===== src/rtl/steer_pkg.sv =====
package steer_pkg;
  typedef struct packed {
    logic en_hi;
    logic en_lo;
    logic val_hi;
    logic val_lo;
  } ovr_t;
endpackage


===== src/rtl/steer_sync_mode.sv =====
module steer_sync_mode (
  input  logic clk,
  input  logic rst,
  input  logic run_en,
  input  logic sync_sel,
  output logic sync_eff
);
  always_ff @(posedge clk) begin
    if (rst)          sync_eff <= 1'b0;
    else if (!run_en) sync_eff <= sync_sel;
  end

  // mode frozen while running
  a_r9_mode_frozen: assert property (@(posedge clk) disable iff (rst)
    run_en |=> $stable(sync_eff));
endmodule


===== src/rtl/steer_ovr_latch.sv =====
module steer_ovr_latch
  import steer_pkg::*;
(
  input  logic clk,
  input  logic rst,
  input  logic sync_eff,
  input  logic period_strobe,
  input  ovr_t req,
  output ovr_t act
);
  logic take;
  assign take = !sync_eff || period_strobe;

  always_ff @(posedge clk) begin
    if (rst)       act <= '0;
    else if (take) act <= req;
  end

  // boundary mode holds between strobes
  a_r8_hold_between_strobes: assert property (@(posedge clk) disable iff (rst)
    (sync_eff && !period_strobe) |=> $stable(act));
  // immediate mode follows on next edge
  a_r7_next_edge_capture: assert property (@(posedge clk) disable iff (rst)
    !sync_eff |=> (act == $past(req)));
endmodule


===== src/rtl/steer_pair_out.sv =====
module steer_pair_out
  import steer_pkg::*;
(
  input  logic clk,
  input  logic rst,
  input  ovr_t act,
  input  logic pwm_hi,
  input  logic pwm_lo,
  input  logic cl_active,
  input  logic fault_indep,
  input  logic cl_val_hi,
  input  logic cl_val_lo,
  input  logic swap,
  output logic pin_hi,
  output logic pin_lo
);
  logic cl_force;
  logic sel_hi, sel_lo;

  always_comb begin
    cl_force = cl_active && !fault_indep;
    if (act.en_hi)     sel_hi = act.val_hi;
    else if (cl_force) sel_hi = cl_val_hi;
    else               sel_hi = pwm_hi;
    if (act.en_lo)     sel_lo = act.val_lo;
    else if (cl_force) sel_lo = cl_val_lo;
    else               sel_lo = pwm_lo;
  end

  always_ff @(posedge clk) begin
    if (rst) begin
      pin_hi <= 1'b0;
      pin_lo <= 1'b0;
    end else begin
      pin_hi <= swap ? sel_lo : sel_hi;
      pin_lo <= swap ? sel_hi : sel_lo;
    end
  end

  // override wins on its own side
  a_r6_override_wins: assert property (@(posedge clk) disable iff (rst)
    (act.en_hi && !swap) |=> (pin_hi == $past(act.val_hi)));
  // current-limit level in normal mode
  a_r3_cl_level: assert property (@(posedge clk) disable iff (rst)
    (!act.en_lo && cl_active && !fault_indep && !swap) |=> (pin_lo == $past(cl_val_lo)));
  // independent mode ignores current-limit
  a_r4_indep_passes_pwm: assert property (@(posedge clk) disable iff (rst)
    (!act.en_hi && !act.en_lo && fault_indep && !swap)
      |=> (pin_hi == $past(pwm_hi) && pin_lo == $past(pwm_lo)));
  // swap exchanges sides
  a_r5_swap_exchange: assert property (@(posedge clk) disable iff (rst)
    (!act.en_hi && !act.en_lo && !cl_active && swap)
      |=> (pin_hi == $past(pwm_lo) && pin_lo == $past(pwm_hi)));
endmodule


===== src/rtl/pwm_out_steer.sv =====
module pwm_out_steer
  import steer_pkg::*;
#(
  parameter int NCH = 2
) (
  input  logic           clk,
  input  logic           rst,
  input  logic           run_en,
  input  logic           sync_sel,
  input  logic           period_strobe,
  input  logic [NCH-1:0] pwm_hi,
  input  logic [NCH-1:0] pwm_lo,
  input  logic [NCH-1:0] cl_active,
  input  logic [NCH-1:0] fault_indep,
  input  logic [NCH-1:0] cl_val_hi,
  input  logic [NCH-1:0] cl_val_lo,
  input  logic [NCH-1:0] ovr_en_hi,
  input  logic [NCH-1:0] ovr_en_lo,
  input  logic [NCH-1:0] ovr_val_hi,
  input  logic [NCH-1:0] ovr_val_lo,
  input  logic [NCH-1:0] swap,
  output logic [NCH-1:0] pin_hi,
  output logic [NCH-1:0] pin_lo
);
  logic sync_eff;

  steer_sync_mode u_mode (
    .clk      (clk),
    .rst      (rst),
    .run_en   (run_en),
    .sync_sel (sync_sel),
    .sync_eff (sync_eff)
  );

  for (genvar c = 0; c < NCH; c++) begin : g_ch
    ovr_t req_c, act_c;
    assign req_c = '{en_hi: ovr_en_hi[c], en_lo: ovr_en_lo[c],
                     val_hi: ovr_val_hi[c], val_lo: ovr_val_lo[c]};

    steer_ovr_latch u_latch (
      .clk           (clk),
      .rst           (rst),
      .sync_eff      (sync_eff),
      .period_strobe (period_strobe),
      .req           (req_c),
      .act           (act_c)
    );

    steer_pair_out u_out (
      .clk         (clk),
      .rst         (rst),
      .act         (act_c),
      .pwm_hi      (pwm_hi[c]),
      .pwm_lo      (pwm_lo[c]),
      .cl_active   (cl_active[c]),
      .fault_indep (fault_indep[c]),
      .cl_val_hi   (cl_val_hi[c]),
      .cl_val_lo   (cl_val_lo[c]),
      .swap        (swap[c]),
      .pin_hi      (pin_hi[c]),
      .pin_lo      (pin_lo[c])
    );
  end
endmodule


===== config.mk =====
export PLATFORM = sky130hd
export DESIGN_NAME = pwm_out_steer
export DESIGN_NICKNAME = d
export VERILOG_FILES = /design/src/rtl/steer_pkg.sv /design/src/rtl/steer_sync_mode.sv /design/src/rtl/steer_ovr_latch.sv /design/src/rtl/steer_pair_out.sv /design/src/rtl/pwm_out_steer.sv
export SDC_FILE = /design/constraint.sdc
export NUM_CORES = 1
export LEC_CHECK = 0
export BUFFER_PORTS_ARGS = -buffer_cell sky130_fd_sc_hd__buf_2
export CORE_UTILIZATION = 46
export CTS_CLUSTER_DIAMETER = 30
export CTS_CLUSTER_SIZE = 30
export DETAILED_ROUTE_END_ITERATION = 6
export PLACE_DENSITY = 0.88
export SLEW_MARGIN = 20
export SYNTH_ARGS = -nofsm -noshare
export SYNTH_HDL_FRONTEND = slang
export SYNTH_SLANG_ARGS = --single-unit
export TNS_END_PERCENT = 50

===== constraint.sdc =====
create_clock -name clk -period 1.5 [get_ports clk]
set_input_delay 0.075 -clock clk [delete_from_list [all_inputs] [get_ports clk]]
set_output_delay 0.075 -clock clk [all_outputs]
set_load 0.03 [all_outputs]

Word-level counts from Yosys, hierarchy flattened
Cells that the tools add are included.
{"block": "totals", "ff_bits": 13, "in_bits": 27, "out_inout_bits": 4, "elab_cells": 31}
{"block": "op_classes", "mux": 12, "reduce_logical": 6}
{"operator": "$mux W1", "n": 12}
{"operator": "$logic_not A1 Y1", "n": 3}
{"operator": "$logic_and A1 B1 Y1", "n": 2}
{"operator": "$logic_or A1 B1 Y1", "n": 1}

Depth between registers and ports, before layout
Gate-level depths: netlist of the first run.
{"block": "logic_depth", "ltp_word": 5, "depth_mapped": 4, "mapped_depth_nobuf": 3}

By module
From an unflattened synthesis of the first run, not the netlist that was laid out.
{"block": "unflattened", "hier_cells": 67, "hier_area_um2": 664.4}
{"mod": "steer_ovr_latch", "n_inst": 2, "cells_per_inst": 17, "area_per_inst_um2": 183.9, "seq_area_each_um2": 80.1}
{"mod": "steer_pair_out", "n_inst": 2, "cells_per_inst": 15, "area_per_inst_um2": 131.4, "seq_area_each_um2": 40.0}
{"mod": "steer_sync_mode", "n_inst": 1, "cells_per_inst": 3, "area_per_inst_um2": 33.8, "seq_area_each_um2": 20.0}

Least setup slack after synthesis of the first run
No wires, ideal clock.
{"block": "synth_path", "path_type": "register to register", "start": "register u_mode.sync_eff", "end": "register, netlist name g_ch[0].u_latch.act[0]", "setup_ns": 0.117, "t_arrival_ns": 0.732, "required_time_ns": 1.383, "setup_slack_ns": 0.651, "stages_incl_launch_ff": 5, "path_buffers": 1, "period_less_slack_ns": 0.849, "cell_sequence": "dfxtp_1 > nand2b_1 > buf_4 > mux2i_1 > nor2_1"}
{"block": "synth_via", "elab_chain_len": 2}
{"item": "start: declaration", "line_no": "steer_sync_mode.sv:6", "text": "output logic sync_eff"}
{"item": "start signal: assignment", "line_no": "steer_sync_mode.sv:10", "text": "else if (!run_en) sync_eff <= sync_sel;"}
{"item": "$logic_not A1 Y1", "line_no": "steer_ovr_latch.sv:12", "text": "assign take = !sync_eff || period_strobe;"}
{"item": "$logic_or A1 B1 Y1", "line_no": "steer_ovr_latch.sv:12"}
Every way passes these cells.
A chain may end at the register's enable or synchronous reset.

Worst setup path after layout of the first run
{"block": "layout_path", "start": "register u_mode.sync_eff", "end": "register, netlist name g_ch[0].u_latch.act[2]"}
{"block": "layout_via", "elab_chain_len": 2}
{"item": "$logic_not A1 Y1", "line_no": "steer_ovr_latch.sv:12"}
{"item": "$logic_or A1 B1 Y1", "line_no": "steer_ovr_latch.sv:12"}
Every way passes these cells.

==> results.cfg, run 1 <==
[critical_path]
cp_slowest_cell = nand2b_1
rr_worst_depth = 3
max_stage_delay_ns = 0.35
r2r_start = u_mode.sync_eff
setup.worst_path.start_class = flop
path_cells = nand2b_1, mux2i_1, nor2_1
crit_path_max_fanout = 8
required_ns = 1.67
cp-end-kind = flop
critPathArrivalTime_ns = 1.25
rrSetupSlack_ns = 0.42
reg2reg_to = g_ch[0].u_latch.act[2]
crit_start = u_mode.sync_eff
path_class = flop to flop
endpoint = g_ch[0].u_latch.act[2]

[sta]
hold_viol = 0
max_slew.worst_pin.slew_ns = 0.472
finalSetupTns_ns = 0
setup_viol = 0
max_freq_mhz = 927
final.setup.worst_slack_ns = 0.421
slew_headroom_pct = 68.5
slew_violations = 0
min_period_ns = 1.08
finClkSkew_ns = 0.00163
rsz0062_at_grt = false
post-route-period-util_pct = 71.9

[synthesis]
yosys-top-cells-area = dfxtp_1 (42%), mux2i_1 (14%), nand2b_1 (8.0%)
yosysTopAreaCell = dfxtp_1
synth_warnings = 0
synth_top_cell_area_share_pct = 41.8
synthDistinctLibCells = 11
yosysSeqAreaShare_pct = 41.8
syn_nets = 91
avgSynthCellArea_sq_um = 9.74
syn_inst = 64
ys_ff_latch = 13
syn_area_sq_um = 623

[clocking]
clk_latency_ns = 0.28
clk_pin_slew_ns = 0.08
post_cts_buffers = 0
ctsResizeCount = 0
clock-sinks = 13
cts_made_buffers = 3
cts_tree = yes
cts_root_buffer = clkbuf_4
htree_levels = 1
cts-hold-fix-buffers = 0
clock_path_buffers = 2

[drt]
dr.pass1.iters = 4
highest_layer = met4
num_vias = 555
drt_wl_total_um = 1210
drc = 0
ant_nets = 0
first_iter_violations = 12
vias_per_cell = 5.24
wl_met3_um = 88
routedWlPerCell_um = 11.4
dr_wl_met2_um = 536
met1Wirelength_um = 564

[final_layout]
fin_cells = 106
antenna_cells = 0
num-fill-cells = 98
final_util_pct = 65.3
layout-drive-gt1-share_pct = 37.0
area_delta_synth_final_pct = 24.3
nets = 120

[placement]
dp_slack_ns = 0.423
gp_congestion = 0.630
dp_cells = 102
port-buffer-count = 30
place_hpwl_um = 952

[die]
dieArea_sq_um = 1510
ios = 31
start_util_pct = 52.5
placeableCoreArea_sq_um = 1190
core.rowCount = 12
die_h_um = 38.8
die_w_um = 38.8

[global_routing]
grt_pass1_vias = 466
antenna_found_initial = 0
grt-ovfl-total = 0
grt_pass1_wl_um = 1930
grt_use_total_pct = 19.3
grt_max_degree = 14

[status]
status = complete, no violations

[pwr]
p_leak_uw = 0.000422
peakVddDrop_uv = 582
p_per_area_nw_per_um2 = 952
p_total_uw = 738

[min_path]
hp-class = primary input to flop

[run]
max_cap_viol_count = 0
-- flip-flops by register name (all words and copies together) (netlist names) --
| signal | flops |
|---|---|
| g_ch.u_latch.act | 8 |
| g_ch.u_out.pin_hi | 2 |
| g_ch.u_out.pin_lo | 2 |
| u_mode.sync_eff | 1 |
-- cells in the final DEF (no fill, tap or decap) --
cell      Yosys  final
o32ai_1       4      4
nor2b_1       4      4
and3b_1       4      4
nor2_1       11     11
a211oi_1      4      4
dfxtp_1      13     13
nand2b_1      8      8
mux2i_1       9      9
buf_2         1     30
nand2b_4      1      1
clkbuf_1      0      1
clkbuf_4      0      3
-- layer usage --
metal  GRT usage [%]  vias up
li1                -      278
met1            25.3      233
met2            27.1       36
met3            5.20        8
met4            12.9        0
met5               0        -
-- logic make-up (layout without fill, tap and decap cells) --
logic type | count (synthesis) | in the layout | synth area share, %
buffers and inverters | 6 | 34 | 6.83
muxes | 9 | 9 | 14.5
and+or+nand+nor | 28 | 28 | 26.5
AOI/OAI and AO/OA | 8 | 8 | 10.4
DFF | 13 | 13 | 41.8
-- worst max-delay path, delay by kind of cell (launching register included) --
family / cells / cell delay [ns]
flops: 1 / 0.32
simple gates: 2 / 0.41
mux: 1 / 0.25
-- metrics by stage --
step / instance area, sq um / hold slack [ns]
after global placement: 748 / 0.310
final: 774 / 0.0289
after global routing: 774 / 0.0361
after floorplan: 623 / 0.219
after detailed placement: 748 / 0.322
after CTS: 774 / 0.0285
-- synthesized netlist by cell type --
library cell   n
nor2_1        11
nor2b_1        4
nand2b_4       1
buf_4          5
mux2i_1        9
buf_2          1
and3b_1        4
nand2b_1       8
o32ai_1        4
dfxtp_1       13
a211oi_1       4
-- cell type report --
class	instances	area [sq um]	share of cell area, %
repair buffers	30	150	19.4
well taps	14	17.5	2.26
multi-input cells	45	320	41.4
flip-flops and latches	13	260	33.6
clock buffers	4	26.3	3.39
-- how the worst min path moves through the flow --
| stage | start | to | slack [ns] | depth (start not counted) |
|---|---|---|---|---|
| final | ovr_val_hi[0] | g_ch[0].u_latch.act[1] | 0.03 | 3 |
| after global routing | ovr_val_lo[0] | g_ch[0].u_latch.act[0] | 0.04 | 3 |
| after CTS | ovr_val_hi[0] | g_ch[0].u_latch.act[1] | 0.03 | 3 |
| after detailed placement | ovr_val_lo[0] | g_ch[0].u_latch.act[0] | 0.32 | 3 |
| after global placement | ovr_en_lo[0] | g_ch[0].u_latch.act[2] | 0.31 | 3 |
| after floorplan | sync_sel | u_mode.sync_eff | 0.22 | 2 |
-- report_power, final --
part           leakage [uW]  internal, uW  switching, uW
Sequential         0.000108           370           11.9
Clock             0.0000150           103            116
Combinational      0.000299          67.4           69.2
Total              0.000422           541            197
(Power assumes the default switching activity.)
==> run 2, diff against run 1 <==
--- a/config.mk
+++ b/config.mk
@@ -6,11 +6,12 @@
 export NUM_CORES = 1
 export LEC_CHECK = 0
 export BUFFER_PORTS_ARGS = -buffer_cell sky130_fd_sc_hd__buf_2
-export CORE_UTILIZATION = 46
+export CORE_ASPECT_RATIO = 1.2
+export CORE_UTILIZATION = 39
 export CTS_CLUSTER_DIAMETER = 30
 export CTS_CLUSTER_SIZE = 30
 export DETAILED_ROUTE_END_ITERATION = 6
-export PLACE_DENSITY = 0.88
+export PLACE_DENSITY = 0.81
 export SLEW_MARGIN = 20
 export SYNTH_ARGS = -nofsm -noshare
 export SYNTH_HDL_FRONTEND = slang
==> constraint.sdc (replaced) <==
create_clock -name clk -period 0.99 [get_ports clk]
set_input_delay 0.0495 -clock clk [delete_from_list [all_inputs] [get_ports clk]]
set_output_delay 0.0495 -clock clk [all_outputs]
set_load 0.03 [all_outputs]
==> results.cfg, run 2 (synthesized netlist as in run 1, its figures left out) <==
[pwr]
p_leak_uw = 0.000459
p_per_area_nw_per_um2 = 1340
peakVddDrop_uv = 766

[placement]
dp_cells = 107
place_hpwl_um = 908
gp_congestion = 0.684
port-buffer-count = 30

[critical_path]
r2r_start = g_ch[0].u_latch.act[2]
rrSetupSlack_ns = 0.1
max_stage_delay_ns = 0.36
cp_slowest_cell = dfxtp_1
rr_worst_depth = 3
cp-end-kind = flop
setup.worst_path.start_class = flop
critPathArrivalTime_ns = 1.06
path_class = flop to flop
reg2reg_to = g_ch[0].u_out.pin_lo
crit_path_max_fanout = 3
required_ns = 1.16
path_cells = nor2b_1, nand2b_1, o32ai_1

[final_layout]
num-fill-cells = 129
reg_top3 = g_ch.u_latch.act (8), g_ch.u_out.pin_hi (2), g_ch.u_out.pin_lo (2)
area_delta_synth_final_pct = 37.1
layout-drive-gt1-share_pct = 37.0
antenna_cells = 0
final_common_cell = buf_2
fin_cells = 117
largest_register = g_ch.u_latch.act
nets = 128
final_cell_mix = buf_2 (30), dfxtp_1 (13), nor2_1 (11)
largest_reg_flops = 8

[drt]
highest_layer = met4
dr_wl_met2_um = 568
first_iter_violations = 2
num_vias = 547
wl_met3_um = 60
met1Wirelength_um = 519
dr.pass1.iters = 2
vias_per_cell = 4.68
ant_nets = 0
drc = 0
routedWlPerCell_um = 9.98
drt_wl_total_um = 1170

[clocking]
cts_tree = yes
clk_latency_ns = 0.29
htree_levels = 1
cts_made_buffers = 3
ctsResizeCount = 0
clk_pin_slew_ns = 0.08
cts_root_buffer = clkbuf_4
clock_path_buffers = 2
clock-sinks = 13

[sta]
max_freq_mhz = 1120
min_period_ns = 0.893
finClkSkew_ns = 0.00253
setup_viol = 0
max_slew.worst_pin.slew_ns = 0.309
slew_violations = 0
finalSetupTns_ns = 0
hold_viol = 0
post-route-period-util_pct = 90.2
rsz0062_at_grt = false
slew_headroom_pct = 79.3

[global_routing]
grt_pass1_vias = 463
grt_use_total_pct = 14.7
antenna_found_initial = 0
grt-ovfl-total = 0
grt_max_degree = 14
grt_pass1_wl_um = 1740

[die]
ios = 31
placeableCoreArea_sq_um = 1460
die_w_um = 38.5
die_h_um = 45.8
core.rowCount = 15
start_util_pct = 42.6
dieArea_sq_um = 1760

[min_path]
hp-class = primary input to flop
min_to = g_ch[1].u_latch.act[2]
holdPathStages = 3
hp-start = ovr_en_lo[1]

[run]
max_cap_viol_count = 0

[status]
status = complete, no violations
[run 2: cell types whose count changed in the layout (fill, tap and decap cells not counted)]
cell | previous run | this run
buf_4 | 0 | 2
clkbuf_1 | 1 | 0
dlygate4sd3_1 | 0 | 6
clkinv_2 | 0 | 1
[run 2: worst max-delay path by stage]
stage / startpoint / to / depth (start not counted)
finish: g_ch[0].u_latch.act[2] / g_ch[0].u_out.pin_lo / 3
global route: g_ch[1].u_latch.act[3] / g_ch[1].u_out.pin_lo / 2
CTS: u_mode.sync_eff / g_ch[1].u_latch.act[1] / 4
detailed placement: fault_indep[0] / g_ch[0].u_out.pin_lo / 4
global placement: u_mode.sync_eff / g_ch[1].u_latch.act[2] / 4
floorplan: u_mode.sync_eff / g_ch[0].u_latch.act[0] / 4
[run 2: critical path: cells and delay by family, from the launching register on]
family,cells,cell delay (ns)
DFF,1,0.36
AOI/OAI and AO/OA,1,0.08
and+or+nand+nor,2,0.33
[run 2: layout make-up]
class                      count  area (sq um)  share of cell area [%]
clock buffer                   3          22.5                    2.64
tap                           17          21.3                    2.49
sequential                    13           260                    30.5
multi-input combinational     45           320                    37.5
timing repair buffer          38           225                    26.4
clock inverter                 1          5.00                   0.586
[run 2: power by group]
group	internal (uW)	switching [uW]
Combinational	121	106
Clock	151	189
Sequential	561	16.7
Total	832	312
[run 2: metrics by stage]
stage | power [uW] | utilization [%] | setup WS (ns) | hold WS (ns) | instance area (sq um)
floorplan | 734 | - | 0.141 | 0.193 | 623
global placement | 793 | 52.4 | 0.113 | 0.280 | 767
detailed placement | 800 | 52.4 | 0.0726 | 0.292 | 767
CTS | 1150 | 57.7 | 0.0931 | 0.00261 | 845
global route | 1190 | 58.4 | 0.0401 | 0.0132 | 855
finish | 1140 | 58.4 | 0.0971 | 0.00479 | 855
[run 2: what timing repair did]
action                                 4_1_cts  5_1_grt
endpoints found under the hold margin        5        1
hold buffers                                 5        1
buffers inserted                             0        0
[run 2: metal layers]
| layer | vias up | global-route usage, % |
|---|---|---|
| met1 | 237 | 16.7 |
| met2 | 15 | 22.0 |
| met5 | - | 0 |
| met3 | 2 | 7.35 |
| li1 | 293 | - |
| met4 | 0 | 8.28 |
==> run 3, diff against run 2 <==
--- a/config.mk
+++ b/config.mk
@@ -6,12 +6,11 @@
 export NUM_CORES = 1
 export LEC_CHECK = 0
 export BUFFER_PORTS_ARGS = -buffer_cell sky130_fd_sc_hd__buf_2
-export CORE_ASPECT_RATIO = 1.2
-export CORE_UTILIZATION = 39
+export CORE_UTILIZATION = 46
 export CTS_CLUSTER_DIAMETER = 30
 export CTS_CLUSTER_SIZE = 30
 export DETAILED_ROUTE_END_ITERATION = 6
-export PLACE_DENSITY = 0.81
+export PLACE_DENSITY = 0.88
 export SLEW_MARGIN = 20
 export SYNTH_ARGS = -nofsm -noshare
 export SYNTH_HDL_FRONTEND = slang
==> constraint.sdc (replaced) <==
create_clock -name clk -period 1.2 [get_ports clk]
set_input_delay 0.06 -clock clk [delete_from_list [all_inputs] [get_ports clk]]
set_output_delay 0.06 -clock clk [all_outputs]
set_load 0.03 [all_outputs]
==> results.cfg, run 3 (synthesized netlist as in run 1, its figures left out) <==
[die]
placeableCoreArea_sq_um = 1190
core.rowCount = 12
die_w_um = 38.8
start_util_pct = 52.5
ios = 31
die_h_um = 38.8
dieArea_sq_um = 1510

[critical_path]
path_delay_family = flip-flops
cp_slowest_cell = dfxtp_1
path_cells = nand2b_1, buf_4, mux2i_1, nor2_1
required_ns = 1.36
path_class = flop to flop
crit_path_max_fanout = 8
max_stage_delay_ns = 0.32
path_buf_inv = 1
setup.worst_path.start_class = flop
critPathArrivalTime_ns = 1.09
cp-end-kind = flop

[clocking]
clk_pin_slew_ns = 0.07
clk_latency_ns = 0.26
htree_levels = 1
ctsResizeCount = 0
clock_path_buffers = 2
post_cts_buffers = 0
cts_root_buffer = clkbuf_4
cts_tree = yes
cts_made_buffers = 3
clock-sinks = 13
cts-hold-fix-buffers = 0

[sta]
rsz0062_at_grt = false
finClkSkew_ns = 0.000622
finalSetupTns_ns = 0
max_freq_mhz = 1070
fin_hold_ws_ns = 0.0266
min_period_ns = 0.931
final.setup.worst_slack_ns = 0.269
post-route-period-util_pct = 77.6
slew_violations = 0
max_slew.worst_pin.slew_ns = 0.301
setup_viol = 0
hold_viol = 0
slew_headroom_pct = 79.8

[pwr]
p_total_uw = 907
p_per_area_nw_per_um2 = 1160
p_leak_uw = 0.000427
peakVddDrop_uv = 599

[placement]
dp_slack_ns = 0.284
port-buffer-count = 30
gp_congestion = 0.652

[final_layout]
final_common_cell = buf_2
largest_register = g_ch.u_latch.act
layout-drive-gt1-share_pct = 37.6
area_delta_synth_final_pct = 25.5
reg_top3 = g_ch.u_latch.act (8), g_ch.u_out.pin_hi (2), g_ch.u_out.pin_lo (2)
num-fill-cells = 103
final_cell_mix = buf_2 (30), dfxtp_1 (13), nor2_1 (11)
nets = 121
largest_reg_flops = 8
antenna_cells = 0

[drt]
num_vias = 521
first_iter_violations = 4
vias_per_cell = 4.87
routedWlPerCell_um = 10.4
drt_wl_total_um = 1120
drc = 0
ant_nets = 0
dr.pass1.iters = 4

[run]
max_cap_viol_count = 0

[global_routing]
grt_use_total_pct = 18.8
grt_max_degree = 14
grt_pass1_vias = 495
antenna_found_initial = 0
grt-ovfl-total = 0
grt_pass1_wl_um = 1930

[min_path]
hp-class = primary input to flop

[status]
status = complete, no violations
-- run 3: worst paths after layout --
path                               start                      to  slack, ns  cells after the start
setup / recovery         u_mode.sync_eff  g_ch[0].u_latch.act[3]       0.27                      4
hold / removal             ovr_val_hi[0]  g_ch[0].u_latch.act[1]       0.03                      3
setup reg to reg         u_mode.sync_eff  g_ch[0].u_latch.act[3]       0.27                      4
hold reg to reg   g_ch[0].u_latch.act[1]  g_ch[0].u_latch.act[1]       0.51                      2
-- run 3: area by class of cell --
type	instances	area (sq um)	share of cell area (%)
flip-flops and latches	13	260	33.3
repair buffers	31	158	20.2
multi-input cells	45	320	41.0
well taps	14	17.5	2.24
clock buffers	4	26.3	3.36
-- run 3: power by group --
part | internal [uW] | switching [uW]
clock | 128 | 130
sequential | 462 | 14.4
combinational | 85.6 | 85.0
total | 677 | 230
-- run 3: metal layers --
layer / part of all wire, % / track usage [%] / vias to the layer above
li1: - / - / 279
met1: 48 / 23.0 / 224
met2: 46 / 30.4 / 18
met3: 5.1 / 5.20 / 0
met4: 0 / 7.76 / 0
met5: 0 / 0 / -
-- run 3: per-stage QoR --
| step | utilization, % | instance area (sq um) | cells |
|---|---|---|---|
| 2_1_floorplan | - | 623 | 64 |
| 3_3_place_gp | 63.7 | 756 | 103 |
| 3_5_place_dp | 63.7 | 756 | 103 |
| 4_1_cts | 65.9 | 782 | 107 |
| 5_1_grt | 65.9 | 782 | 107 |
| 6_report | 65.9 | 782 | 107 |
-- run 3: worst min-delay path: stages --
cell and delay, ns:
buf_2 0.07, mux2i_1 0.06, nor2_1 0.07
